[config.mk]
export PLATFORM = sky130hd
export DESIGN_NAME = ws_divider
export DESIGN_NICKNAME = d
export VERILOG_FILES = /design/src/rtl/ws_pkg.sv /design/src/rtl/ws_ctl_reg.sv /design/src/rtl/ws_src_sel.sv /design/src/rtl/ws_stall_ctr.sv /design/src/rtl/ws_divider.sv
export SDC_FILE = /design/constraint.sdc
export NUM_CORES = 1
export LEC_CHECK = 0
export CAP_MARGIN = 20
export CORE_MARGIN = 5
export CORE_UTILIZATION = 53
export CTS_CLUSTER_SIZE = 40
export DETAILED_ROUTE_END_ITERATION = 8
export DONT_BUFFER_PORTS = 1
export GPL_TIMING_DRIVEN = 0
export PLACE_DENSITY = 0.83
export SKIP_CTS_REPAIR_TIMING = 1
export SLEW_MARGIN = 20
export SYNTH_ARGS = -nofsm -noshare
export SYNTH_HDL_FRONTEND = slang
export SYNTH_HIERARCHICAL = 1
export SYNTH_SLANG_ARGS = --single-unit
[constraint.sdc]
create_clock -name clk -period 1.55 [get_ports clk]
set_clock_uncertainty 0.1 [all_clocks]
set_input_delay 0.155 -clock clk [delete_from_list [all_inputs] [get_ports clk]]
set_output_delay 0.155 -clock clk [all_outputs]
set_load 0.02 [all_outputs]
[src/rtl/ws_pkg.sv]
package ws_pkg;

    localparam int WS_W   = 2;
    localparam int CNT_W  = 5;
    localparam int CTL_W  = 8;
    localparam int INT_LSB = 6;
    localparam int EXT_LSB = 4;

    typedef logic [WS_W-1:0]  ws_sel_t;
    typedef logic [CNT_W-1:0] ws_cnt_t;

    typedef enum logic {SRC_EXT = 1'b0, SRC_INT = 1'b1} ws_src_e;

    typedef struct packed {
        ws_sel_t int_ws;
        ws_sel_t ext_ws;
    } ws_ctl_t;

    // processor stall in base clocks; the two slow settings overrun
    function automatic ws_cnt_t stall_len(input ws_sel_t s);
        case (s)
            2'd0:    return ws_cnt_t'(2);
            2'd1:    return ws_cnt_t'(4);
            2'd2:    return ws_cnt_t'(10);
            default: return ws_cnt_t'(20);
        endcase
    endfunction

    // nominal divider seen by the timers
    function automatic ws_cnt_t timer_step(input ws_sel_t s);
        return ws_cnt_t'(2) << s;
    endfunction

endpackage

[src/rtl/ws_ctl_reg.sv]
module ws_ctl_reg
    import ws_pkg::*;
(
    input  logic             clk,
    input  logic             rst,
    input  logic             wr,
    input  logic [CTL_W-1:0] data,
    output ws_ctl_t          ctl
);
    always_ff @(posedge clk) begin
        if (rst) begin
            ctl <= '{int_ws: '0, ext_ws: '0};
        end else if (wr) begin
            ctl.int_ws <= data[INT_LSB +: WS_W];
            ctl.ext_ws <= data[EXT_LSB +: WS_W];
        end
    end
endmodule

[src/rtl/ws_src_sel.sv]
module ws_src_sel
    import ws_pkg::*;
#(
    parameter int          ADDR_W = 16,
    parameter logic [15:0] IO_LO  = 16'h00F0,
    parameter logic [15:0] IO_HI  = 16'h00FF,
    parameter logic [15:0] ROM_LO = 16'hFFC0
) (
    input  logic              idle,
    input  logic [ADDR_W-1:0] addr,
    input  logic              rom_en,
    input  ws_ctl_t           ctl,
    output ws_sel_t           sel
);
    localparam logic [ADDR_W-1:0] IO_LO_A  = IO_LO[ADDR_W-1:0];
    localparam logic [ADDR_W-1:0] IO_HI_A  = IO_HI[ADDR_W-1:0];
    localparam logic [ADDR_W-1:0] ROM_LO_A = ROM_LO[ADDR_W-1:0];

    ws_src_e src;

    always_comb begin
        if (idle)
            src = SRC_INT;
        else if (addr >= IO_LO_A && addr <= IO_HI_A)
            src = SRC_INT;
        else if (addr >= ROM_LO_A && rom_en)
            src = SRC_INT;
        else
            src = SRC_EXT;
        sel = (src == SRC_INT) ? ctl.int_ws : ctl.ext_ws;
    end
endmodule

[src/rtl/ws_stall_ctr.sv]
module ws_stall_ctr
    import ws_pkg::*;
(
    input  logic    clk,
    input  logic    rst,
    input  logic    base_ce,
    input  logic    start,
    input  ws_sel_t sel,
    output logic    busy,
    output logic    done,
    output ws_cnt_t adv
);
    ws_cnt_t remain;
    ws_sel_t sel_q;

    assign done = busy && base_ce && (remain == ws_cnt_t'(1));
    assign adv  = done ? timer_step(sel_q) : '0;

    always_ff @(posedge clk) begin
        if (rst) begin
            busy   <= 1'b0;
            remain <= '0;
            sel_q  <= '0;
        end else if (!busy) begin
            if (start) begin
                busy   <= 1'b1;
                remain <= stall_len(sel);
                sel_q  <= sel;
            end
        end else if (base_ce) begin
            remain <= remain - ws_cnt_t'(1);
            if (remain == ws_cnt_t'(1))
                busy <= 1'b0;
        end
    end
endmodule

[src/rtl/ws_divider.sv]
module ws_divider
    import ws_pkg::*;
#(
    parameter int ADDR_W = 16
) (
    input  logic              clk,
    input  logic              rst,
    input  logic              base_ce,
    input  logic              cyc_start,
    input  logic              cyc_idle,
    input  logic [ADDR_W-1:0] cyc_addr,
    input  logic              rom_en,
    input  logic              ctl_wr,
    input  logic [CTL_W-1:0]  ctl_data,
    output logic              cyc_busy,
    output logic              cyc_done,
    output logic [CNT_W-1:0]  tmr_adv
);
    ws_ctl_t ctl;
    ws_sel_t sel;

    ws_ctl_reg u_reg (
        .clk (clk),
        .rst (rst),
        .wr  (ctl_wr),
        .data(ctl_data),
        .ctl (ctl)
    );

    ws_src_sel #(.ADDR_W(ADDR_W)) u_sel (
        .idle  (cyc_idle),
        .addr  (cyc_addr),
        .rom_en(rom_en),
        .ctl   (ctl),
        .sel   (sel)
    );

    ws_stall_ctr u_ctr (
        .clk    (clk),
        .rst    (rst),
        .base_ce(base_ce),
        .start  (cyc_start),
        .sel    (sel),
        .busy   (cyc_busy),
        .done   (cyc_done),
        .adv    (tmr_adv)
    );
endmodule

# Word level (Yosys, flattened, before mapping)
# Index checks and enable logic that the tools add are counted.
# word_totals
reg_bits	12
elab_cells	36
# classes
addsub	1
n_lt_le_gt_ge	3
n_eq_ne	4
n_shift	1
muxes	13
n_bitwise	1
reduce_logical	8
# op_table
op	count
5-bit 2-to-1 mux	4
16-bit greater-or-equal comparator (second input constant)	1
16-bit by 8-bit greater-or-equal comparator with 1-bit output (second input constant)	1
16-bit by 8-bit <= comparator with 1-bit output (second input constant)	1
5-bit one-hot mux with 3 select lines	1
1-bit 2-to-1 mux	7
5-bit by 1-bit equality test with 1-bit output (second input constant)	1
2-bit by 2-bit left shift with 5-bit output (first input constant)	1
5-bit by 1-bit subtractor with 5-bit output (second input constant)	1
1-bit logical AND	4
2-bit AND reduction	2
2-bit by 1-bit equality test with 1-bit output (second input constant)	1
2-bit equality test (second input constant)	1
2-bit zero test	1
2-bit 2-to-1 mux	1
2-bit inequality test (second input constant)	1
2-bit nonzero test	1
1-bit inverter	1

# Logic depth before layout (Yosys ltp)
# Gate-level depths: netlist (run 1).
# depth
ltp_word	10
mapped_depth	7
ltp_nobuf	7

# By module
# Netlist (run 1), hierarchy kept.
# by_module_without_submodules
module	n_inst	cells_per_inst	area_each_um2	seq_area_each_um2
ws_stall_ctr	1	62	473.0	160.2
ws_ctl_reg	1	13	140.1	80.1
ws_src_sel	1	19	137.6	0.0

# Worst setup path after synthesis (run 1)
# Ideal clock, no wire load.
# synth_timing
path_kind	register -> output
start	reg u_ctr.busy
end	out tmr_adv[1]
arrival_time_ns	1.461
required_time_ns	1.295
setup_slack_ns	-0.166
path_stages_with_launch	6
path_buffers	2
path_cell_list	dfxtp_1 -> and2_1 -> buf_6 -> and4b_1 -> buf_6 -> nor3b_2
# synth_between
elab_chain_len	3
# synth_rtl
element	line	source
from (decl)	ws_stall_ctr.sv:9	output logic busy,
from (signal assigned)	ws_stall_ctr.sv:21	busy <= 1'b0;
from (signal assigned)	ws_stall_ctr.sv:26	busy <= 1'b1;
from (signal assigned)	ws_stall_ctr.sv:33	busy <= 1'b0;
1-bit logical AND (2 in series)	ws_stall_ctr.sv:16	assign done = busy && base_ce && (remain == ws_cnt_t'(1));
via cyc_done	ws_divider.sv:16	output logic cyc_done,
5-bit 2-to-1 mux	ws_stall_ctr.sv:17	assign adv = done ? timer_step(sel_q) : '0;
to (decl)	ws_divider.sv:17	output logic [CNT_W-1:0] tmr_adv
# The timed path passes the listed nets, and every way through them passes these cells.

# Final worst setup path (run 1)
# Same ends and word-level chain as after synthesis.

==> metrics, run 1 <==
Post-synth EDFFs=0; CTS clk-pin slew, worst paths=80 ps; syn_nets=127; Total GRT Usage=15.5%; RSZ-0062 raised after global routing=true; fmax=0.574 GHz; gpl congestion=0.787; Sw Share=28.0%; # setup viols final=6; RR Startpoint=u_reg/ctl[2]$_SDFFE_PP0P_; share of cells above drive strength 1=29.7%; flops & latches, synth=12; Worst EP arrival=1490 ps; Flop pwr share=46.1%; Root Buffer=clkbuf_4; Die W=47.6 um; TritonCTS Buffers=3; Hold WC Path Type=input port to flip-flop; Post-Synthesis Cell Area=751 sq um; NumNets Final=145; post-layout util=74.2%; Syn-to-layout area delta=30.2%; max_cap viols=0; Mapped Cells=94; hold endpoint=u_ctr/sel_q[0]$_SDFFE_PP0P_; vias in the first global route=623; top-area cell type share of the netlist area=32.0%; Die H=47.6 um; Starting Density=57.0%; Post-synth ARST share=0%; P per Cell Area=793 nW/um^2; Initial DRT Pass Iterations=4; Avg Cell Area, Syn=7.99 sq um; DRT iter0 DRCs=38; drc violations=0; worst vdd ir=0.000599 V; multi-input logic area=507 sq um; DIE AREA=2270 sq um; Synth area leader=dfxtp_1; Cell variety after synth=34; TritonCTS clock tree=built; Crit Path Category=flip-flop to output port; WL final=1.89 mm; IO Port Bufs=0; status=complete, but fails checks; Clock Power Share=33.1%; WL per Instance=15.0 um; top cells by area, synth=dfxtp_1 (32%), nor2_1 (6.0%), mux2i_1 (5.3%); CP Capture Type=output port; initial antenna violation count=0; Rows=13; Most used DFF post-synth=dfxtp_1; pin count of the biggest net entering global routing=10; dpl hpwl=1.22 mm; Reg-to-Reg End=u_ctr/remain[3]$_SDFFE_PP0P_; register area share after synthesis=32.0%; Clk Latency, worst-skew pair=280 ps; part of the power in combinational logic=20.8%; Critical Path Start Type=flip-flop; worst reg-to-reg path cell count=7; Ports=38; routed vias/inst=6.04; final hold vios=0; Hold Crit Start=cyc_start; Leak Pwr=0.000393 uW; final worst slack=-191 ps; internal power=558 uW; filler cell count=95; Switch Pwr=217 uW; max-slew violations=0; clock tree buffer depth=2; crit-path max FO=7; htree depth=1; Reg area=248 sq um; part of the cycle the worst path needs=112%; total global routing overflow=0; total number of vias=761; Reg2Reg Setup Slack=-70 ps; antenna cell count=0; post-layout min period=1740 ps; Antenna Violating Nets Remaining=0; Hold Crit Depth=3; failing checks=setup timing; Clock Sinks=12; Synth Warn #=6; area of the core=1320 sq um; pre-CTS WS=-167 ps; first-pass GRT wire length=2.40 mm; Critical Path RT=1290 ps
-- through the flow --
stage	hold WS [ps]	area, sq um	power (uW)	cells	TNS (ps)
after floorplan	120	791	463	94	-4.51
after global placement	121	810	480	109	-446
after detailed placement	122	810	485	109	-535
after CTS	-182	846	740	113	-1820
after global routing	94.8	977	810	126	-1100
final	60.9	977	775	126	-700
-- worst max-delay path: stages, from the launching register on --
cell and delay [ps]:
dfxtp_4 410, and2_4 170, and4b_1 190, buf_6 140
nor3b_4 300
-- power groups by stage --
stage                     Combinational, uW  Clock, uW  Sequential, uW
after global placement                  119          0             361
after CTS                               125        260             355
after detailed placement                123          0             362
after floorplan                         106          0             357
after global routing                    176        274             360
final                                   161        256             357
-- metal layers --
layer  vias to the layer above  routed length [um]  global-route usage, %
li1                        377                   -                      -
met1                       349                 796                   17.2
met2                        31                 929                   24.9
met3                         4                 139                   4.89
met4                         0                  21                   11.3
met5                         -                   0                      0
-- sequential cells by signal, summed over array words and instances, names as in the netlist --
name          count
u_ctr/remain      5
u_reg/ctl         4
u_ctr/sel_q       2
u_ctr/busy        1
-- cells by family after synthesis --
kind of cell | share of synthesized area, %
buffers and inverters | 7.83
flip-flops | 32.0
adder cells (fa/ha/maj) | 3.33
AND/OR/NAND/NOR | 34.3
multiplexers | 5.33
other | 0.500
AO/OA/AOI/OAI | 16.7
-- layout make-up --
cell class / count / area share [%]
buffer: 5 / 3.33
clock buffer: 4 / 3.71
timing repair buffer: 14 / 12.3
multi-input combinational: 72 / 51.9
tap: 15 / 1.92
sequential: 12 / 25.4
inverter: 4 / 1.54
-- placed cells by master (no fill, tap or decap), types with 4 or more instances in the layout --
cell type,synthesis,routed
dlygate4sd3_1,0,6
buf_4,1,9
nand2_1,9,8
dfxtp_1,12,8
nand4_1,4,4
a21oi_1,6,4
nor3_1,5,5
mux2i_1,4,4
nor2_1,12,10
-- worst max-delay path by stage --
stage,slack (ps),end,start
3_3_place_gp,-130,u_ctr/remain[3]$_SDFFE_PP0P_,cyc_addr[8]
2_1_floorplan,-5,tmr_adv[1],u_ctr/busy$_SDFF_PP0_
6_report,-190,tmr_adv[1],u_ctr/busy$_SDFF_PP0_
3_5_place_dp,-170,u_ctr/remain[3]$_SDFFE_PP0P_,cyc_addr[13]
5_1_grt,-270,tmr_adv[1],u_ctr/busy$_SDFF_PP0_
4_1_cts,-390,tmr_adv[1],u_ctr/busy$_SDFF_PP0_
-- cells in the mapped netlist (2+ instances only) --
library cell / number
o31ai_1: 2
nand4_1: 4
inv_1: 4
o41a_1: 2
nor4_1: 3
o211ai_1: 2
buf_6: 2
and4b_1: 2
dfxtp_1: 12
nand3_1: 2
and3_1: 2
nand2b_1: 3
mux2i_1: 4
nor2_1: 12
nor3_1: 5
a21oi_1: 6
nand2_1: 9
ha_1: 2
Note: power is estimated with default switching activity, not from simulation.
==> run 2, diff against run 1 <==
--- a/config.mk
+++ b/config.mk
@@ -5,14 +5,15 @@
 export SDC_FILE = /design/constraint.sdc
 export NUM_CORES = 1
 export LEC_CHECK = 0
+export ABC_AREA = 1
 export CAP_MARGIN = 20
 export CORE_MARGIN = 5
-export CORE_UTILIZATION = 53
+export CORE_UTILIZATION = 54
 export CTS_CLUSTER_SIZE = 40
 export DETAILED_ROUTE_END_ITERATION = 8
 export DONT_BUFFER_PORTS = 1
 export GPL_TIMING_DRIVEN = 0
-export PLACE_DENSITY = 0.83
+export PLACE_DENSITY = 0.68
 export SKIP_CTS_REPAIR_TIMING = 1
 export SLEW_MARGIN = 20
 export SYNTH_ARGS = -nofsm -noshare
==> metrics, run 2 <==
Flop pwr share=45.9%; first-pass GRT wire length=2.62 mm; Clk Latency, worst-skew pair=260 ps; Hold WC Path Type=input port to flip-flop; top-area cell type share of the netlist area=28.6%; Switch Pwr=244 uW; Most used DFF post-synth=dfxtp_1; Antenna Violating Nets Remaining=0; hold endpoint=u_reg/ctl[0]$_SDFFE_PP0P_; largest registers=u_ctr/remain (5), u_reg/ctl (4), u_ctr/sel_q (2); CTS clk-pin slew, worst paths=80 ps; max_cap viols=0; Initial DRT Pass Iterations=4; Post-synth ARST share=0%; area of the core=1490 sq um; RR Startpoint=u_ctr/remain[0]$_SDFFE_PP0P_; routed vias/inst=5.01; RSZ-0062 raised after global routing=true; crit-path max cell delay=450 ps; Avg Cell Area, Syn=6.42 sq um; gpl congestion=0.775; clock tree buffer depth=2; Post-synth EDFFs=0; WL final=1.67 mm; Critical Path RT=1290 ps; Reg2Reg Setup Slack=280 ps; cell with the most instances after synthesis=nand2_1; Placed Area=862 sq um; Root Buffer=clkbuf_4; Biggest register=u_ctr/remain; TritonCTS clock tree=built; Die W=49.5 um; most frequent cells in the layout=nand2_1 (30), inv_1 (23), nor2_1 (15), dfxtp_1 (11), nand3_1 (6); Starting Density=56.5%; share of cells above drive strength 1=22.7%; top cells by area, synth=dfxtp_1 (29%), nand2_1 (13%), inv_1 (10%); Critical Path Start Type=flip-flop; final hold vios=1; NumNets Final=175; post-layout min period=1650 ps; Total GRT Usage=13.2%; max-slew violations=0; worst path bufs/invs=2; Hold Crit Depth=4; syn_nets=164; Mapped Cells=131; Crit Path Category=flip-flop to output port; post-layout util=66.6%; Synth Warn #=6; CP top delay family=simple AND/OR/NAND/NOR gates; worst vdd ir=0.000525 V; TritonCTS Buffers=3; part of the power in combinational logic=22.9%; critical path depth in cells=6; fmax=0.606 GHz; crit-path max FO=8; CP Capture Type=output port; Worst EP arrival=1390 ps; initial antenna violation count=0; flops & latches, synth=12; Rows=14; cell mode on critical path=nand2_4; dpl hpwl=1.28 mm; failing checks=hold timing, setup timing; Ports=38; Post-Synthesis Cell Area=841 sq um; IO Port Bufs=0; commonest non-fill, non-tap cell in the layout=nand2_1; Cell variety after synth=25; vias in the first global route=640; drc violations=0; Worst path slowest cell=dfxtp_4; pin count of the biggest net entering global routing=9; status=complete, but fails checks; # setup viols final=4; Reg-to-Reg End=u_ctr/remain[2]$_SDFFE_PP0P_; worst hold slack=-7.39 ps; Clock Sinks=12; PnR Total Power=793 uW; htree depth=1; WL per Instance=10.7 um; part of the cycle the worst path needs=106%; Die H=49.5 um; register area share after synthesis=28.6%; DIE AREA=2450 sq um; final worst slack=-99.1 ps; total global routing overflow=0; critical path cell sequence=nand2_4 > clkinv_2 > nand4_4 > inv_4 > nand2_4 > nor2_4; DRT iter0 DRCs=12; Leak Pwr=0.000493 uW; P per Cell Area=801 nW/um^2; design area=991 sq um; Hold Crit Start=ctl_data[4]; Synth area leader=dfxtp_1; worst reg-to-reg path cell count=6; internal power=549 uW; Clock Power Share=31.2%; antenna cell count=0; total number of vias=787; Syn-to-layout area delta=17.9%; pre-CTS WS=-9.22 ps; max FFs per register=5; top cells by count, synth=nand2_1 (30), inv_1 (23), nor2_1 (17); Sw Share=30.7%
run 2: cells by family after synthesis:
group | count (synthesis) | synth area share, %
AOI/OAI and AO/OA | 17 | 11.8
buffers and inverters | 31 | 15.3
and+or+nand+nor | 68 | 40.9
other | 1 | 0.446
adders and majority gates | 2 | 2.98
DFF | 12 | 28.6
run 2: final cells by class:
type,instances,area (sq um)
well taps,16,20.0
flip-flops and latches,12,244
plain buffers,2,18.8
repair buffers,6,57.6
multi-input cells,88,502
clock buffers,4,36.3
inverters,29,113
fillers,130,498
run 2: per-stage QoR:
stage / TNS (ps) / cells / hold slack [ps]
after floorplan: 0 / 131 / 124
after global placement: 0 / 147 / 127
after detailed placement: -9.22 / 147 / 129
after CTS: -1190 / 151 / -163
after global routing: -749 / 157 / 6.31
final: -293 / 157 / -7.39
run 2: power groups by stage:
stage / Clock (uW) / Combinational (uW) / Sequential (uW)
5_1_grt: 280 / 206 / 369
3_3_place_gp: 0 / 160 / 369
6_report: 247 / 182 / 364
2_1_floorplan: 0 / 143 / 364
3_5_place_dp: 0 / 163 / 370
4_1_cts: 256 / 164 / 363
run 2: how the worst max path moves through the flow:
stage,start,to,slack (ps)
floorplan,u_ctr/busy$_SDFF_PP0_,tmr_adv[3],120
global placement,u_ctr/busy$_SDFF_PP0_,tmr_adv[3],7
detailed placement,u_ctr/busy$_SDFF_PP0_,tmr_adv[4],-9
CTS,u_ctr/busy$_SDFF_PP0_,tmr_adv[4],-310
global route,u_ctr/busy$_SDFF_PP0_,tmr_adv[1],-220
finish,u_ctr/busy$_SDFF_PP0_,tmr_adv[1],-100
run 2: worst register-to-register path, stage by stage (launching register included):
cell,delay [ps]
dfxtp_1,390
inv_1,90
ha_1,240
inv_1,70
nor2_1,30
o21ai_0,160
a21oi_1,80
run 2: routing by layer:
| metal | global-route usage (%) | vias to the layer above | part of all wire (%) |
|---|---|---|---|
| li1 | - | 419 | - |
| met1 | 17.5 | 341 | 46 |
| met2 | 19.5 | 25 | 45 |
| met3 | 5.42 | 2 | 7.4 |
| met4 | 3.93 | 0 | 0.78 |
| met5 | 0 | - | 0 |
==> run 3, diff against run 2 <==
--- a/config.mk
+++ b/config.mk
@@ -8,12 +8,12 @@
 export ABC_AREA = 1
 export CAP_MARGIN = 20
 export CORE_MARGIN = 5
-export CORE_UTILIZATION = 54
+export CORE_UTILIZATION = 55
 export CTS_CLUSTER_SIZE = 40
 export DETAILED_ROUTE_END_ITERATION = 8
 export DONT_BUFFER_PORTS = 1
 export GPL_TIMING_DRIVEN = 0
-export PLACE_DENSITY = 0.68
+export PLACE_DENSITY = 0.66
 export SKIP_CTS_REPAIR_TIMING = 1
 export SLEW_MARGIN = 20
 export SYNTH_ARGS = -nofsm -noshare
==> constraint.sdc (replaced) <==
create_clock -name clk -period 1.75 [get_ports clk]
set_clock_uncertainty 0.1 [all_clocks]
set_input_delay 0.175 -clock clk [delete_from_list [all_inputs] [get_ports clk]]
set_output_delay 0.175 -clock clk [all_outputs]
set_load 0.02 [all_outputs]
==> metrics, run 3 (synthesized netlist as in run 2, its figures left out) <==
gr busiest metal=met2; crit-path max FO=8; placed cell count=147; Clk Latency, worst-skew pair=270 ps; gpl congestion=0.869; htree depth=1; Worst EP arrival=1360 ps; total global routing overflow=0; Root Buffer=clkbuf_4; Hold WC Path Type=input port to flip-flop; IO Port Bufs=0; Hold Crit Depth=4; max FFs per register=5; WL per Instance=10.8 um; Die H=49.1 um; Syn-to-layout area delta=18.2%; Reg2Reg Setup Slack=480 ps; TritonCTS Buffers=3; Initial DRT Pass Iterations=4; vias in the first global route=694; Critical Path RT=1470 ps; final worst slack=113 ps; dpl hpwl=1.31 mm; Ports=38; Critical Path Start Type=flip-flop; DRT iter0 DRCs=11; drc violations=0; antenna cell count=0; Antenna Violating Nets Remaining=0; Crit Path Category=flip-flop to output port; worst vdd ir=0.000490 V; commonest non-fill, non-tap cell in the layout=nand2_1; Reg-to-Reg End=u_ctr/remain[2]$_SDFFE_PP0P_; worst reg-to-reg path cell count=6; WL final=1.70 mm; Leak Pwr=0.000493 uW; post-layout util=67.5%; RSZ-0062 raised after global routing=false; CP Capture Type=output port; TNS Setup=0 ps; met2 Usage GRT=21.0%; initial antenna violation count=0; NumNets Final=175; RR Startpoint=u_ctr/remain[0]$_SDFFE_PP0P_; DIE AREA=2410 sq um; area of the core=1470 sq um; routing usage on met1=19.4%; max-slew violations=0; max_cap viols=0; final hold vios=1; routed vias/inst=5.05; post-layout min period=1640 ps; Die W=49.1 um; fmax=0.611 GHz; status=complete, but fails checks; fin cells=157; clock tree buffer depth=2; Worst Setup EP=tmr_adv[2]; share of cells above drive strength 1=23.4%; total number of vias=793; pre-CTS WS=-22.1 ps; part of the cycle the worst path needs=93.6%; M3 GR Usage=5.81%; Worst Setup SP=u_ctr/busy$_SDFF_PP0_; failing checks=hold timing; P per Cell Area=708 nW/um^2; first-pass GRT wire length=2.88 mm; worst hold slack=-9.62 ps; pin count of the biggest net entering global routing=9; Rows=14; Starting Density=57.1%; Clock Sinks=12; Biggest register=u_ctr/remain; most frequent cells in the layout=nand2_1 (30), inv_1 (23), nor2_1 (15), dfxtp_1 (11), nand3_1 (6); largest registers=u_ctr/remain (5), u_reg/ctl (4), u_ctr/sel_q (2); Total GRT Usage=14.8%; TritonCTS clock tree=built; CTS clk-pin slew, worst paths=80 ps; # setup viols final=0
## run 3: cell counts in the layout (fill, tap and decap cells not counted)
Identical to the previous run, type by type.
## run 3: area by class of cell
class | count | area [sq um]
multi-input combinational | 88 | 504
fill | 142 | 478
sequential | 12 | 244
inverter | 29 | 113
timing repair buffer | 6 | 57.6
clock buffer | 4 | 36.3
tap | 16 | 20.0
buffer | 2 | 18.8
## run 3: worst min-delay path by stage
stage                                         endpoint   startpoint  slack (ps)
after floorplan           u_ctr/remain[1]$_SDFFE_PP0P_          rst         140
after global placement    u_ctr/remain[1]$_SDFFE_PP0P_          rst         150
after detailed placement  u_ctr/remain[1]$_SDFFE_PP0P_          rst         150
after CTS                 u_ctr/remain[1]$_SDFFE_PP0P_          rst        -150
after global routing         u_reg/ctl[2]$_SDFFE_PP0P_  ctl_data[6]           9
final                        u_reg/ctl[2]$_SDFFE_PP0P_  ctl_data[6]         -10
## run 3: per-layer routing
| metal | wire, um | up-vias |
|---|---|---|
| met4 | 0 | 0 |
| met2 | 777 | 33 |
| met3 | 138 | 0 |
| met1 | 782 | 339 |
| met5 | 0 | - |
| li1 | - | 421 |
## run 3: critical path, cell delays in order, from the launching register on
cell and delay (ps):
dfxtp_4 450, nand2_4 70, clkinv_2 60, nand4_4 140
inv_4 130, nand2_4 70, nor2_4 170
## run 3: power breakdown
group / switching (uW) / total [uW] / leakage (uW) / internal, uW
sequential: 26.6 / 322 / 0.000100 / 296
combinational: 97.5 / 162 / 0.000372 / 64.9
clock: 92.0 / 218 / 0.0000210 / 126
## run 3: stage by stage
stage / instance area [sq um] / power (uW)
floorplan: 841 / 448
global placement: 861 / 469
detailed placement: 861 / 473
CTS: 897 / 697
global route: 993 / 767
finish: 993 / 703
